$ cat src/rtl/rtw_pkg.sv
package rtw_pkg;
  localparam int ENT_W     = 64;
  localparam int ENT_VALID = 63;
  localparam int ENT_LEAF  = 62;
  localparam int BASE_LSB  = 8;
  localparam int CAUSE_W   = 2;
  localparam logic [CAUSE_W-1:0] CAUSE_NOENT  = 2'b01;
  localparam logic [CAUSE_W-1:0] CAUSE_BADGEO = 2'b10;

  typedef enum logic [1:0] {
    ST_IDLE,
    ST_CHECK,
    ST_REQ,
    ST_WAIT
  } walk_state_e;

  function automatic logic [63:0] low_mask(input int n);
    if (n >= 64) return '1;
    return (64'd1 << n) - 64'd1;
  endfunction
endpackage

$ cat src/rtl/rtw_geom_check.sv
module rtw_geom_check #(
  parameter int SZ_W      = 6,
  parameter int NLS_W     = 5,
  parameter int LVL_W     = 3,
  parameter int ROOT_SIZE = 52,
  parameter int ROOT_NLS  = 13,
  parameter int MID_NLS   = 9,
  parameter int ALT_NLS   = 5,
  parameter int LAST_LVL  = 3
) (
  input  logic [LVL_W-1:0] level,
  input  logic [SZ_W-1:0]  size,
  input  logic [NLS_W-1:0] nls,
  output logic             legal
);
  always_comb begin
    if (level == '0)
      legal = (size == SZ_W'(ROOT_SIZE)) && (nls == NLS_W'(ROOT_NLS));
    else if (level < LVL_W'(LAST_LVL))
      legal = (nls == NLS_W'(MID_NLS));
    else if (level == LVL_W'(LAST_LVL))
      legal = (nls == NLS_W'(MID_NLS)) || (nls == NLS_W'(ALT_NLS));
    else
      legal = 1'b0;
  end
endmodule

$ cat src/rtl/rtw_index_gen.sv
module rtw_index_gen #(
  parameter int EA_W         = 64,
  parameter int PA_W         = 56,
  parameter int SZ_W         = 6,
  parameter int NLS_W        = 5,
  parameter int ENT_BYTES_LG = 3
) (
  input  logic [EA_W-1:0]  ea,
  input  logic [PA_W-1:0]  base,
  input  logic [SZ_W-1:0]  size,
  input  logic [NLS_W-1:0] nls,
  output logic [PA_W-1:0]  entry_addr
);
  logic [SZ_W-1:0] shamt;
  logic [EA_W-1:0] idx;
  logic [EA_W-1:0] amask;
  logic [EA_W-1:0] sum;
  logic            unused_hi;

  always_comb begin
    shamt      = size - SZ_W'(nls);
    idx        = (ea >> shamt) & EA_W'(rtw_pkg::low_mask(int'(nls)));
    amask      = EA_W'(rtw_pkg::low_mask(int'(nls) + ENT_BYTES_LG));
    sum        = (EA_W'(base) & ~amask) + (idx << ENT_BYTES_LG);
    entry_addr = sum[PA_W-1:0];
  end

  assign unused_hi = ^sum[EA_W-1:PA_W];
endmodule

$ cat src/rtl/rtw_pte_decode.sv
module rtw_pte_decode
  import rtw_pkg::*;
#(
  parameter int EA_W  = 64,
  parameter int PA_W  = 56,
  parameter int SZ_W  = 6,
  parameter int NLS_W = 5,
  parameter int PG_LG = 12
) (
  input  logic [ENT_W-1:0] entry,
  input  logic [EA_W-1:0]  ea,
  input  logic [SZ_W-1:0]  size_left,
  output logic             ent_valid,
  output logic             ent_leaf,
  output logic [NLS_W-1:0] next_nls,
  output logic [PA_W-1:0]  next_base,
  output logic [PA_W-1:0]  real_addr
);
  logic [EA_W-1:0] frame;
  logic [EA_W-1:0] pmask;
  logic [EA_W-1:0] merged;
  logic            unused_bits;

  always_comb begin
    ent_valid = entry[ENT_VALID];
    ent_leaf  = entry[ENT_LEAF];
    next_nls  = entry[NLS_W-1:0];
    next_base = {entry[PA_W-1:BASE_LSB], {BASE_LSB{1'b0}}};
    frame     = EA_W'({entry[PA_W-1:PG_LG], {PG_LG{1'b0}}});
    pmask     = EA_W'(low_mask(int'(size_left)));
    merged    = (frame & ~pmask) | (ea & pmask);
    real_addr = merged[PA_W-1:0];
  end

  assign unused_bits = ^{entry[ENT_LEAF-1:PA_W], entry[BASE_LSB-1:NLS_W], merged[EA_W-1:PA_W]};
endmodule

$ cat src/rtl/rtree_walker.sv
module rtree_walker
  import rtw_pkg::*;
#(
  parameter int EA_W      = 64,
  parameter int PA_W      = 56,
  parameter int SZ_W      = 6,
  parameter int NLS_W     = 5,
  parameter int PG_LG     = 12,
  parameter int ROOT_SIZE = 52,
  parameter int ROOT_NLS  = 13,
  parameter int MID_NLS   = 9,
  parameter int ALT_NLS   = 5,
  parameter int LAST_LVL  = 3
) (
  input  logic               clk,
  input  logic               rst_n,
  input  logic               start,
  input  logic [EA_W-1:0]    ea,
  input  logic [PA_W-1:0]    root_base,
  input  logic [NLS_W-1:0]   root_nls,
  input  logic [SZ_W-1:0]    root_size,
  output logic               busy,
  output logic               mrq_valid,
  input  logic               mrq_ready,
  output logic [PA_W-1:0]    mrq_addr,
  input  logic               mrs_valid,
  output logic               mrs_ready,
  input  logic [ENT_W-1:0]   mrs_data,
  output logic               done,
  output logic               fault,
  output logic [CAUSE_W-1:0] cause,
  output logic [PA_W-1:0]    raddr,
  output logic [SZ_W-1:0]    page_bits,
  output logic [ENT_W-1:0]   leaf_pte,
  output logic [PA_W-1:0]    leaf_addr
);
  localparam int LVL_W = $clog2(LAST_LVL + 2);

  walk_state_e      state_q;
  logic [EA_W-1:0]  ea_q;
  logic [PA_W-1:0]  base_q;
  logic [NLS_W-1:0] nls_q;
  logic [SZ_W-1:0]  size_q;
  logic [LVL_W-1:0] lvl_q;
  logic [PA_W-1:0]  addr_q;

  logic             geo_ok;
  logic [PA_W-1:0]  slot_addr;
  logic [SZ_W-1:0]  size_after;
  logic             e_valid;
  logic             e_leaf;
  logic [NLS_W-1:0] e_nls;
  logic [PA_W-1:0]  e_base;
  logic [PA_W-1:0]  e_real;

  assign size_after = size_q - SZ_W'(nls_q);

  rtw_geom_check #(
    .SZ_W(SZ_W), .NLS_W(NLS_W), .LVL_W(LVL_W),
    .ROOT_SIZE(ROOT_SIZE), .ROOT_NLS(ROOT_NLS),
    .MID_NLS(MID_NLS), .ALT_NLS(ALT_NLS), .LAST_LVL(LAST_LVL)
  ) u_geom (
    .level(lvl_q), .size(size_q), .nls(nls_q), .legal(geo_ok)
  );

  rtw_index_gen #(
    .EA_W(EA_W), .PA_W(PA_W), .SZ_W(SZ_W), .NLS_W(NLS_W), .ENT_BYTES_LG(3)
  ) u_index (
    .ea(ea_q), .base(base_q), .size(size_q), .nls(nls_q), .entry_addr(slot_addr)
  );

  rtw_pte_decode #(
    .EA_W(EA_W), .PA_W(PA_W), .SZ_W(SZ_W), .NLS_W(NLS_W), .PG_LG(PG_LG)
  ) u_decode (
    .entry(mrs_data), .ea(ea_q), .size_left(size_after),
    .ent_valid(e_valid), .ent_leaf(e_leaf), .next_nls(e_nls),
    .next_base(e_base), .real_addr(e_real)
  );

  assign busy      = (state_q != ST_IDLE);
  assign mrq_valid = (state_q == ST_REQ);
  assign mrq_addr  = addr_q;
  assign mrs_ready = (state_q == ST_WAIT);

  always_ff @(posedge clk) begin
    if (!rst_n) begin
      state_q   <= ST_IDLE;
      ea_q      <= '0;
      base_q    <= '0;
      nls_q     <= '0;
      size_q    <= '0;
      lvl_q     <= '0;
      addr_q    <= '0;
      done      <= 1'b0;
      fault     <= 1'b0;
      cause     <= '0;
      raddr     <= '0;
      page_bits <= '0;
      leaf_pte  <= '0;
      leaf_addr <= '0;
    end else begin
      done <= 1'b0;
      unique case (state_q)
        ST_IDLE: begin
          if (start) begin
            ea_q    <= ea;
            base_q  <= root_base;
            nls_q   <= root_nls;
            size_q  <= root_size;
            lvl_q   <= '0;
            state_q <= ST_CHECK;
          end
        end
        ST_CHECK: begin
          if (!geo_ok) begin
            done    <= 1'b1;
            fault   <= 1'b1;
            cause   <= CAUSE_BADGEO;
            state_q <= ST_IDLE;
          end else begin
            addr_q  <= slot_addr;
            state_q <= ST_REQ;
          end
        end
        ST_REQ: begin
          if (mrq_ready) state_q <= ST_WAIT;
        end
        ST_WAIT: begin
          if (mrs_valid) begin
            if (!e_valid) begin
              done    <= 1'b1;
              fault   <= 1'b1;
              cause   <= CAUSE_NOENT;
              state_q <= ST_IDLE;
            end else if (e_leaf) begin
              size_q    <= size_after;
              done      <= 1'b1;
              fault     <= 1'b0;
              cause     <= '0;
              raddr     <= e_real;
              page_bits <= size_after;
              leaf_pte  <= mrs_data;
              leaf_addr <= addr_q;
              state_q   <= ST_IDLE;
            end else begin
              size_q  <= size_after;
              nls_q   <= e_nls;
              base_q  <= e_base;
              lvl_q   <= lvl_q + LVL_W'(1);
              state_q <= ST_CHECK;
            end
          end
        end
        default: state_q <= ST_IDLE;
      endcase
    end
  end
endmodule

$ cat config.mk
export PLATFORM = sky130hd
export DESIGN_NAME = rtree_walker
export DESIGN_NICKNAME = d
export VERILOG_FILES = /design/src/rtl/rtw_pkg.sv /design/src/rtl/rtw_geom_check.sv /design/src/rtl/rtw_index_gen.sv /design/src/rtl/rtw_pte_decode.sv /design/src/rtl/rtree_walker.sv
export SDC_FILE = /design/constraint.sdc
export NUM_CORES = 1
export LEC_CHECK = 0
export ABC_AREA = 0
export BUFFER_PORTS_ARGS = -buffer_cell sky130_fd_sc_hd__buf_2
export CORE_AREA = 2 2 260 185
export DETAILED_ROUTE_END_ITERATION = 12
export DIE_AREA = 0 0 262 187
export GPL_TIMING_DRIVEN = 0
export PLACE_DENSITY = 0.72
export SKIP_CTS_REPAIR_TIMING = 1
export SLEW_MARGIN = 15
export SYNTH_ARGS = -nofsm -noshare
export SYNTH_HDL_FRONTEND = slang
export SYNTH_SLANG_ARGS = --single-unit
$ cat constraint.sdc
create_clock -name clk -period 7.9 [get_ports clk]
set_clock_uncertainty 0.05 [all_clocks]
set_input_delay 0.79 -clock clk [delete_from_list [all_inputs] [get_ports clk]]
set_output_delay 0.79 -clock clk [all_outputs]
set_load 0.02 [all_outputs]
==> flow_metrics.env, run 1 <==
export IMPL_status="complete, no violations"
export IMPL_io_buffer_count=443
export IMPL_area_growth_pct=19.8
export IMPL_netlist_area_sq_mm=0.0225
export IMPL_grt_pass1_vias=24478
export IMPL_dpl_worst_slack_ns=-0.883
export IMPL_final_common_cell="nand2_1"
export IMPL_yosys_warnings=0
export IMPL_die_h_microns=187
export IMPL_hold_class="primary input to flip-flop"
export IMPL_place_gp_congestion=1.09
export IMPL_nets=3872
export IMPL_dp_hpwl_microns=96500
export IMPL_hold_viol=0
export IMPL_ir_drop_mv=0.163
export IMPL_dieArea_sq_mm=0.0490
export IMPL_synth_seq_area_share=0.334
export IMPL_drt_iter0_drc=4312
export IMPL_final_antenna_net_count=0
export IMPL_switchingPower_mw=2.72
export IMPL_grt_start_max_net_pins=16
export IMPL_tightest_slew_ns=1.40
export IMPL_switching_share=0.421
export IMPL_slew_viol_final=0
export IMPL_n_fill_cell=4584
export IMPL_p_int_mw=3.73
export IMPL_p_per_area_mw_per_mm2=239
export IMPL_core_area_sq_mm=0.0469
export IMPL_end_kind="flip-flop"
export IMPL_drc=0
export IMPL_worstPathMaxFanout=10
export IMPL_stdcell_count=4260
export IMPL_layout_drive_gt1_share=0.170
export IMPL_power_leakage_nw=11.4
export IMPL_finalCritPeriodShare=0.992
export IMPL_wirelength_microns=121000
export IMPL_num_vias=27224
export IMPL_ios=445
export IMPL_clkTransAtPathRegs_ns=0.07
export IMPL_worst_slack_ns=0.0637
export IMPL_cp_arrival_ns=8.25
export IMPL_ff_latch_area_sq_mm=0.00753
export IMPL_comb_power_share=0.383
export IMPL_clock_latency_ns=0.62
export IMPL_synth_edf_count=0
export IMPL_final_cell_mix="nand2_1, buf_2, a21oi_1"
export IMPL_antenna_found_initial=8
export IMPL_cp_start_kind="flip-flop"
export IMPL_start_util=0.480
export IMPL_maxSlewHeadroom=0.0571
export IMPL_viasPerCell=6.39
export IMPL_cts_tree="built"
export IMPL_avgSynthCellArea_sq_um=7.24
export IMPL_grt_pass1_wl_microns=169000
export IMPL_synth_seq_cells=376
export IMPL_syn_inst=3110
export IMPL_path_class="flip-flop to flip-flop"
export IMPL_die_w_microns=262
export IMPL_overflow=0
export IMPL_drt_pass1_iterations=6
export IMPL_rsz0062_at_grt="true"
export IMPL_dpl_cell_count=4185
export IMPL_setup_viol_count_final=0
export IMPL_htree_levels=2
export IMPL_cts_root_buf="clkbuf_16"
export IMPL_rows=67
export IMPL_cts_buffer_depth=3
export IMPL_required_ns=8.32
export IMPL_period_needed_ns=7.84
export IMPL_seqPwrFrac=0.315
export IMPL_cts_sinks=376
export IMPL_yosysUniqueCellTypes=76
export IMPL_fmaxAchievable_mhz=128
export IMPL_maxCapViolCount=0
export IMPL_routedWlPerCell_microns=28.4
export IMPL_grt_usage=0.477
export IMPL_multiInputGateArea_sq_mm=0.0139
export IMPL_async_flop_share=0
export IMPL_p_clk_frac=0.302
export IMPL_cts_made_buffers=38
export IMPL_synth_flop_cell="dfxtp_1"
==> metal layers <==
layer,vias up,global-route usage,wire length [microns]
li1,11882,-,-
met1,12859,0.672,48400
met2,2116,0.634,45900
met3,355,0.194,20200
met4,12,0.198,6220
met5,-,0,101
==> path summary, 6_finish.rpt <==
| kind | startpoint | to | slack (ns) | cells after the start |
|---|---|---|---|---|
| max | nls_q[2]$_SDFFE_PN0P_ | mrq_addr[55]$_SDFFE_PN0P_ | 0.06 | 25 |
| min | ea[13] | ea_q[13]$_SDFFE_PN0P_ | 0.37 | 3 |
| max reg2reg | nls_q[2]$_SDFFE_PN0P_ | mrq_addr[55]$_SDFFE_PN0P_ | 0.06 | 25 |
| min reg2reg | raddr[7]$_SDFFE_PN0P_ | raddr[7]$_SDFFE_PN0P_ | 0.39 | 2 |
==> metrics by stage <==
stage | cell area (sq um) | util | TNS [ns] | total power [mW] | hold slack [ns]
6_report | 27000 | 0.575 | 0 | 6.45 | 0.366
5_1_grt | 27000 | 0.574 | -0.0386 | 6.58 | 0.385
4_1_cts | 26800 | 0.572 | -12.99 | 6.25 | 0.363
3_5_place_dp | 25600 | 0.544 | -11.33 | 4.34 | 0.392
3_3_place_gp | 25600 | 0.544 | -13.00 | 4.38 | 0.386
2_1_floorplan | 22600 | - | 0 | 3.44 | 0.393
==> cell usage after synthesis (all sizes together) (40+ instances only) <==
library cell  count  area share
dfxtp           376        0.33
nand3            60       0.013
ha               63       0.035
nor3             40      0.0089
a311oi           70       0.027
a21oi           426       0.095
o21ai           144       0.032
clkbuf          234       0.039
nand2           740        0.12
buf              40      0.0075
a211oi           73       0.024
mux2i           112       0.050
nor2            280       0.047
xnor2            43       0.017
==> layout make-up <==
| class | instances | area share |
|---|---|---|
| buffer | 274 | 0.0404 |
| sequential | 376 | 0.279 |
| antenna | 4 | 0.000371 |
| tap | 621 | 0.0288 |
| inverter | 36 | 0.00515 |
| clock buffer | 51 | 0.0400 |
| timing repair buffer | 446 | 0.0830 |
| multi-input combinational | 2435 | 0.515 |
| clock inverter | 17 | 0.00802 |
==> cell families after synthesis <==
| family | synth area share |
|---|---|
| DFF | 0.334 |
| muxes | 0.0773 |
| and+or+nand+nor | 0.229 |
| other | 0.000334 |
| adders and majority gates | 0.0368 |
| buffers and inverters | 0.0525 |
| AOI/OAI and AO/OA | 0.247 |
| xor gates and xnor gates | 0.0226 |
==> state kept, by name, summed over array words and instances, names as in the netlist, named ones only <==
signal and count:
size_q 6, nls_q 5, raddr 56, page_bits 6, leaf_addr 56, fault 1
mrq_addr 56, lvl_q 3, state_q 1, base_q 55, ea_q 64, leaf_pte 63
cause 2, done 1
==> power by group through the flow <==
stage | sequential, mW | clock (mW) | combinational, mW
global route | 2.03 | 2.01 | 2.54
floorplan | 2.01 | 0 | 1.43
CTS | 2.02 | 1.93 | 2.29
global placement | 2.06 | 0 | 2.32
finish | 2.03 | 1.95 | 2.47
detailed placement | 2.06 | 0 | 2.28
==> critical path, cell delays in order (launching register included) <==
cell      delay, ns
dfxtp_1        0.33
inv_1          0.20
clkbuf_1       0.51
ha_1           0.39
o21a_1         0.19
or3_4          0.38
nand2_1        0.11
buf_2          0.27
clkbuf_2       0.43
buf_2          0.47
mux2i_1        0.34
a21oi_1        0.20
a221oi_1       0.38
ha_1           0.23
inv_1          0.06
fa_1           0.37
nor2b_1        0.20
o31a_1         0.18
o21ai_0        0.16
a21oi_1        0.25
o21ai_1        0.25
o31a_1         0.47
o41ai_1        0.53
o221a_2        0.43
xnor2_1        0.17
a21oi_1        0.10
Power figures use the tool's default switching activity.
==> inputs of run 2 (changes only) <==
--- a/config.mk
+++ b/config.mk
@@ -14,5 +14,4 @@
 export PLACE_DENSITY = 0.72
 export SKIP_CTS_REPAIR_TIMING = 1
-export SLEW_MARGIN = 15
 export SYNTH_ARGS = -nofsm -noshare
 export SYNTH_HDL_FRONTEND = slang
--- a/constraint.sdc
+++ b/constraint.sdc
@@ -3,3 +3,3 @@
 set_input_delay 0.79 -clock clk [delete_from_list [all_inputs] [get_ports clk]]
 set_output_delay 0.79 -clock clk [all_outputs]
-set_load 0.02 [all_outputs]
+set_load 0.01 [all_outputs]
==> flow_metrics.env, run 2 (same netlist as run 1, synthesis figures left out) <==
export IMPL_dieArea_sq_mm=0.0490
export IMPL_rows=67
export IMPL_dpl_worst_slack_ns=-0.858
export IMPL_maxCapViolCount=1
export IMPL_largest_register_ffs=64
export IMPL_stdcell_area_sq_mm=0.0269
export IMPL_met3WireLength_microns=20300
export IMPL_drt_iter0_drc=4636
export IMPL_layout_drive_gt1_share=0.168
export IMPL_cp_arrival_ns=8.27
export IMPL_clock_latency_ns=0.60
export IMPL_setup_viol_count_final=0
export IMPL_met2_length_microns=45500
export IMPL_top_regs="ea_q (64), leaf_pte (63)"
export IMPL_post_dp_cell_area_sq_mm=0.0256
export IMPL_max_flop_register="ea_q"
export IMPL_final_common_cell="nand2_1"
export IMPL_finalCritPeriodShare=0.991
export IMPL_end_kind="flip-flop"
export IMPL_grt_start_max_net_pins=15
export IMPL_num_vias=27248
export IMPL_viasPerCell=6.40
export IMPL_clkTransAtPathRegs_ns=0.07
export IMPL_io_buffer_count=443
export IMPL_power_leakage_nw=11.4
export IMPL_grt_pass1_vias=24534
export IMPL_cts_sinks=376
export IMPL_place_gp_congestion=1.09
export IMPL_hold_viol=0
export IMPL_slew_viol_final=10
export IMPL_cts_root_buf="clkbuf_16"
export IMPL_fmaxAchievable_mhz=128
export IMPL_path_delay_family="compound AO/OA/AOI/OAI gates"
export IMPL_routedWlPerCell_microns=28.5
export IMPL_dp_hpwl_microns=96600
export IMPL_cts_buffer_depth=3
export IMPL_cp_start_kind="flip-flop"
export IMPL_die_w_microns=262
export IMPL_p_per_area_mw_per_mm2=238
export IMPL_met1Wirelength_microns=48600
export IMPL_cp_slowest_stage_delay_ns=0.53
export IMPL_final_cell_mix="nand2_1, buf_2, a21oi_1"
export IMPL_drt_pass1_iterations=6
export IMPL_final_antenna_net_count=0
export IMPL_cp_slowest_cell="clkbuf_1"
export IMPL_cts_tree="built"
export IMPL_hold_class="primary input to flip-flop"
export IMPL_finalSetupTns_ns=0
export IMPL_maxSlewHeadroom=-0.0131
export IMPL_topRoutingLayerUsed="met5"
export IMPL_drc=0
export IMPL_area_growth_pct=19.5
export IMPL_violations="capacitance limit, slew limit"
export IMPL_overflow=0
export IMPL_worst_slack_ns=0.0740
export IMPL_ir_drop_mv=0.162
export IMPL_die_h_microns=187
export IMPL_worst_path_buf_inv=7
export IMPL_nets=3868
export IMPL_period_needed_ns=7.83
export IMPL_ios=445
export IMPL_cts_made_buffers=38
export IMPL_htree_levels=2
export IMPL_start_util=0.480
export IMPL_tightest_slew_ns=1.52
export IMPL_grt_pass1_wl_microns=170000
export IMPL_core_area_sq_mm=0.0469
export IMPL_wirelength_microns=121000
export IMPL_status="finished with violations"
export IMPL_worstPathMaxFanout=11
export IMPL_grt_usage=0.477
export IMPL_required_ns=8.34
export IMPL_antenna_found_initial=9
export IMPL_path_class="flip-flop to flip-flop"
export IMPL_path_cells="inv_1 > clkbuf_1 > ha_1 > o21a_1 > o21ai_1 > a211oi_1 > clkbuf_2 > buf_2 > buf_2 > buf_1 > nor2_1 > a221oi_2 > ha_1 > clkbuf_1 > nand4_1 > a2111oi_0 > o21ai_0 > o211ai_1 > a21oi_1 > a211oi_1 > o21ai_0 > a21o_1 > a32o_1"
## run 2: changes by cell type in the layout (fill, tap and decap cells not counted), moves of 3 or more
cell      change
buf_4         -3
clkbuf_1      +4
clkbuf_8      -6
buf_2         -3
## run 2: path summary, 6_finish.rpt
path                         startpoint                   endpoint  slack (ns)  cells after the start
setup reg to reg  nls_q[2]$_SDFFE_PN0P_  mrq_addr[44]$_SDFFE_PN0P_        0.07                     23
hold reg to reg   raddr[3]$_SDFFE_PN0P_      raddr[3]$_SDFFE_PN0P_        0.40                      2
setup / recovery  nls_q[2]$_SDFFE_PN0P_  mrq_addr[44]$_SDFFE_PN0P_        0.07                     23
hold / removal             mrs_data[57]  leaf_pte[57]$_SDFFE_PN0P_        0.38                      3
## run 2: worst register-to-register path, cell delays in order, from the launching register on
cell	delay [ns]
dfxtp_1	0.33
inv_1	0.19
clkbuf_1	0.53
ha_1	0.34
o21a_1	0.27
o21ai_1	0.22
a211oi_1	0.37
clkbuf_2	0.47
buf_2	0.42
buf_2	0.39
buf_1	0.46
nor2_1	0.12
a221oi_2	0.35
ha_1	0.21
clkbuf_1	0.31
nand4_1	0.34
a2111oi_0	0.41
o21ai_0	0.19
o211ai_1	0.30
a21oi_1	0.29
a211oi_1	0.45
o21ai_0	0.24
a21o_1	0.23
a32o_1	0.25
## run 2: per-layer routing
layer | global-route usage | vias to the layer above
met2 | 0.629 | 2182
li1 | - | 11880
met5 | 0 | -
met1 | 0.671 | 12814
met4 | 0.216 | 6
met3 | 0.193 | 366
## run 2: cell type report
| type | instances | area, sq um |
|---|---|---|
| Sequential cell | 376 | 7530 |
| Antenna cell | 6 | 15.0 |
| Inverter | 36 | 139 |
| Timing Repair Buffer | 443 | 2220 |
| Buffer | 273 | 1090 |
| Clock inverter | 19 | 241 |
| Fill cell | 4617 | 20000 |
| Multi-Input combinational cell | 2435 | 13900 |
| Clock buffer | 49 | 1010 |
| Tap cell | 621 | 777 |
## run 2: metrics by stage
| stage | std cells | hold WS (ns) | utilization | total power, mW |
|---|---|---|---|---|
| 2_1_floorplan | 3121 | 0.393 | - | 3.44 |
| 3_3_place_gp | 4185 | 0.386 | 0.544 | 4.38 |
| 3_5_place_dp | 4185 | 0.393 | 0.544 | 4.34 |
| 4_1_cts | 4253 | 0.362 | 0.571 | 6.22 |
| 5_1_grt | 4252 | 0.400 | 0.573 | 6.55 |
| 6_report | 4258 | 0.376 | 0.573 | 6.41 |
## run 2: where the power goes
group	total, mW	leakage (nW)	internal (mW)	switching, mW
Clock	1.91	0.611	1.05	0.861
Combinational	2.46	7.69	0.716	1.75
Sequential	2.03	3.05	1.94	0.0890
Total	6.41	11.4	3.71	2.70
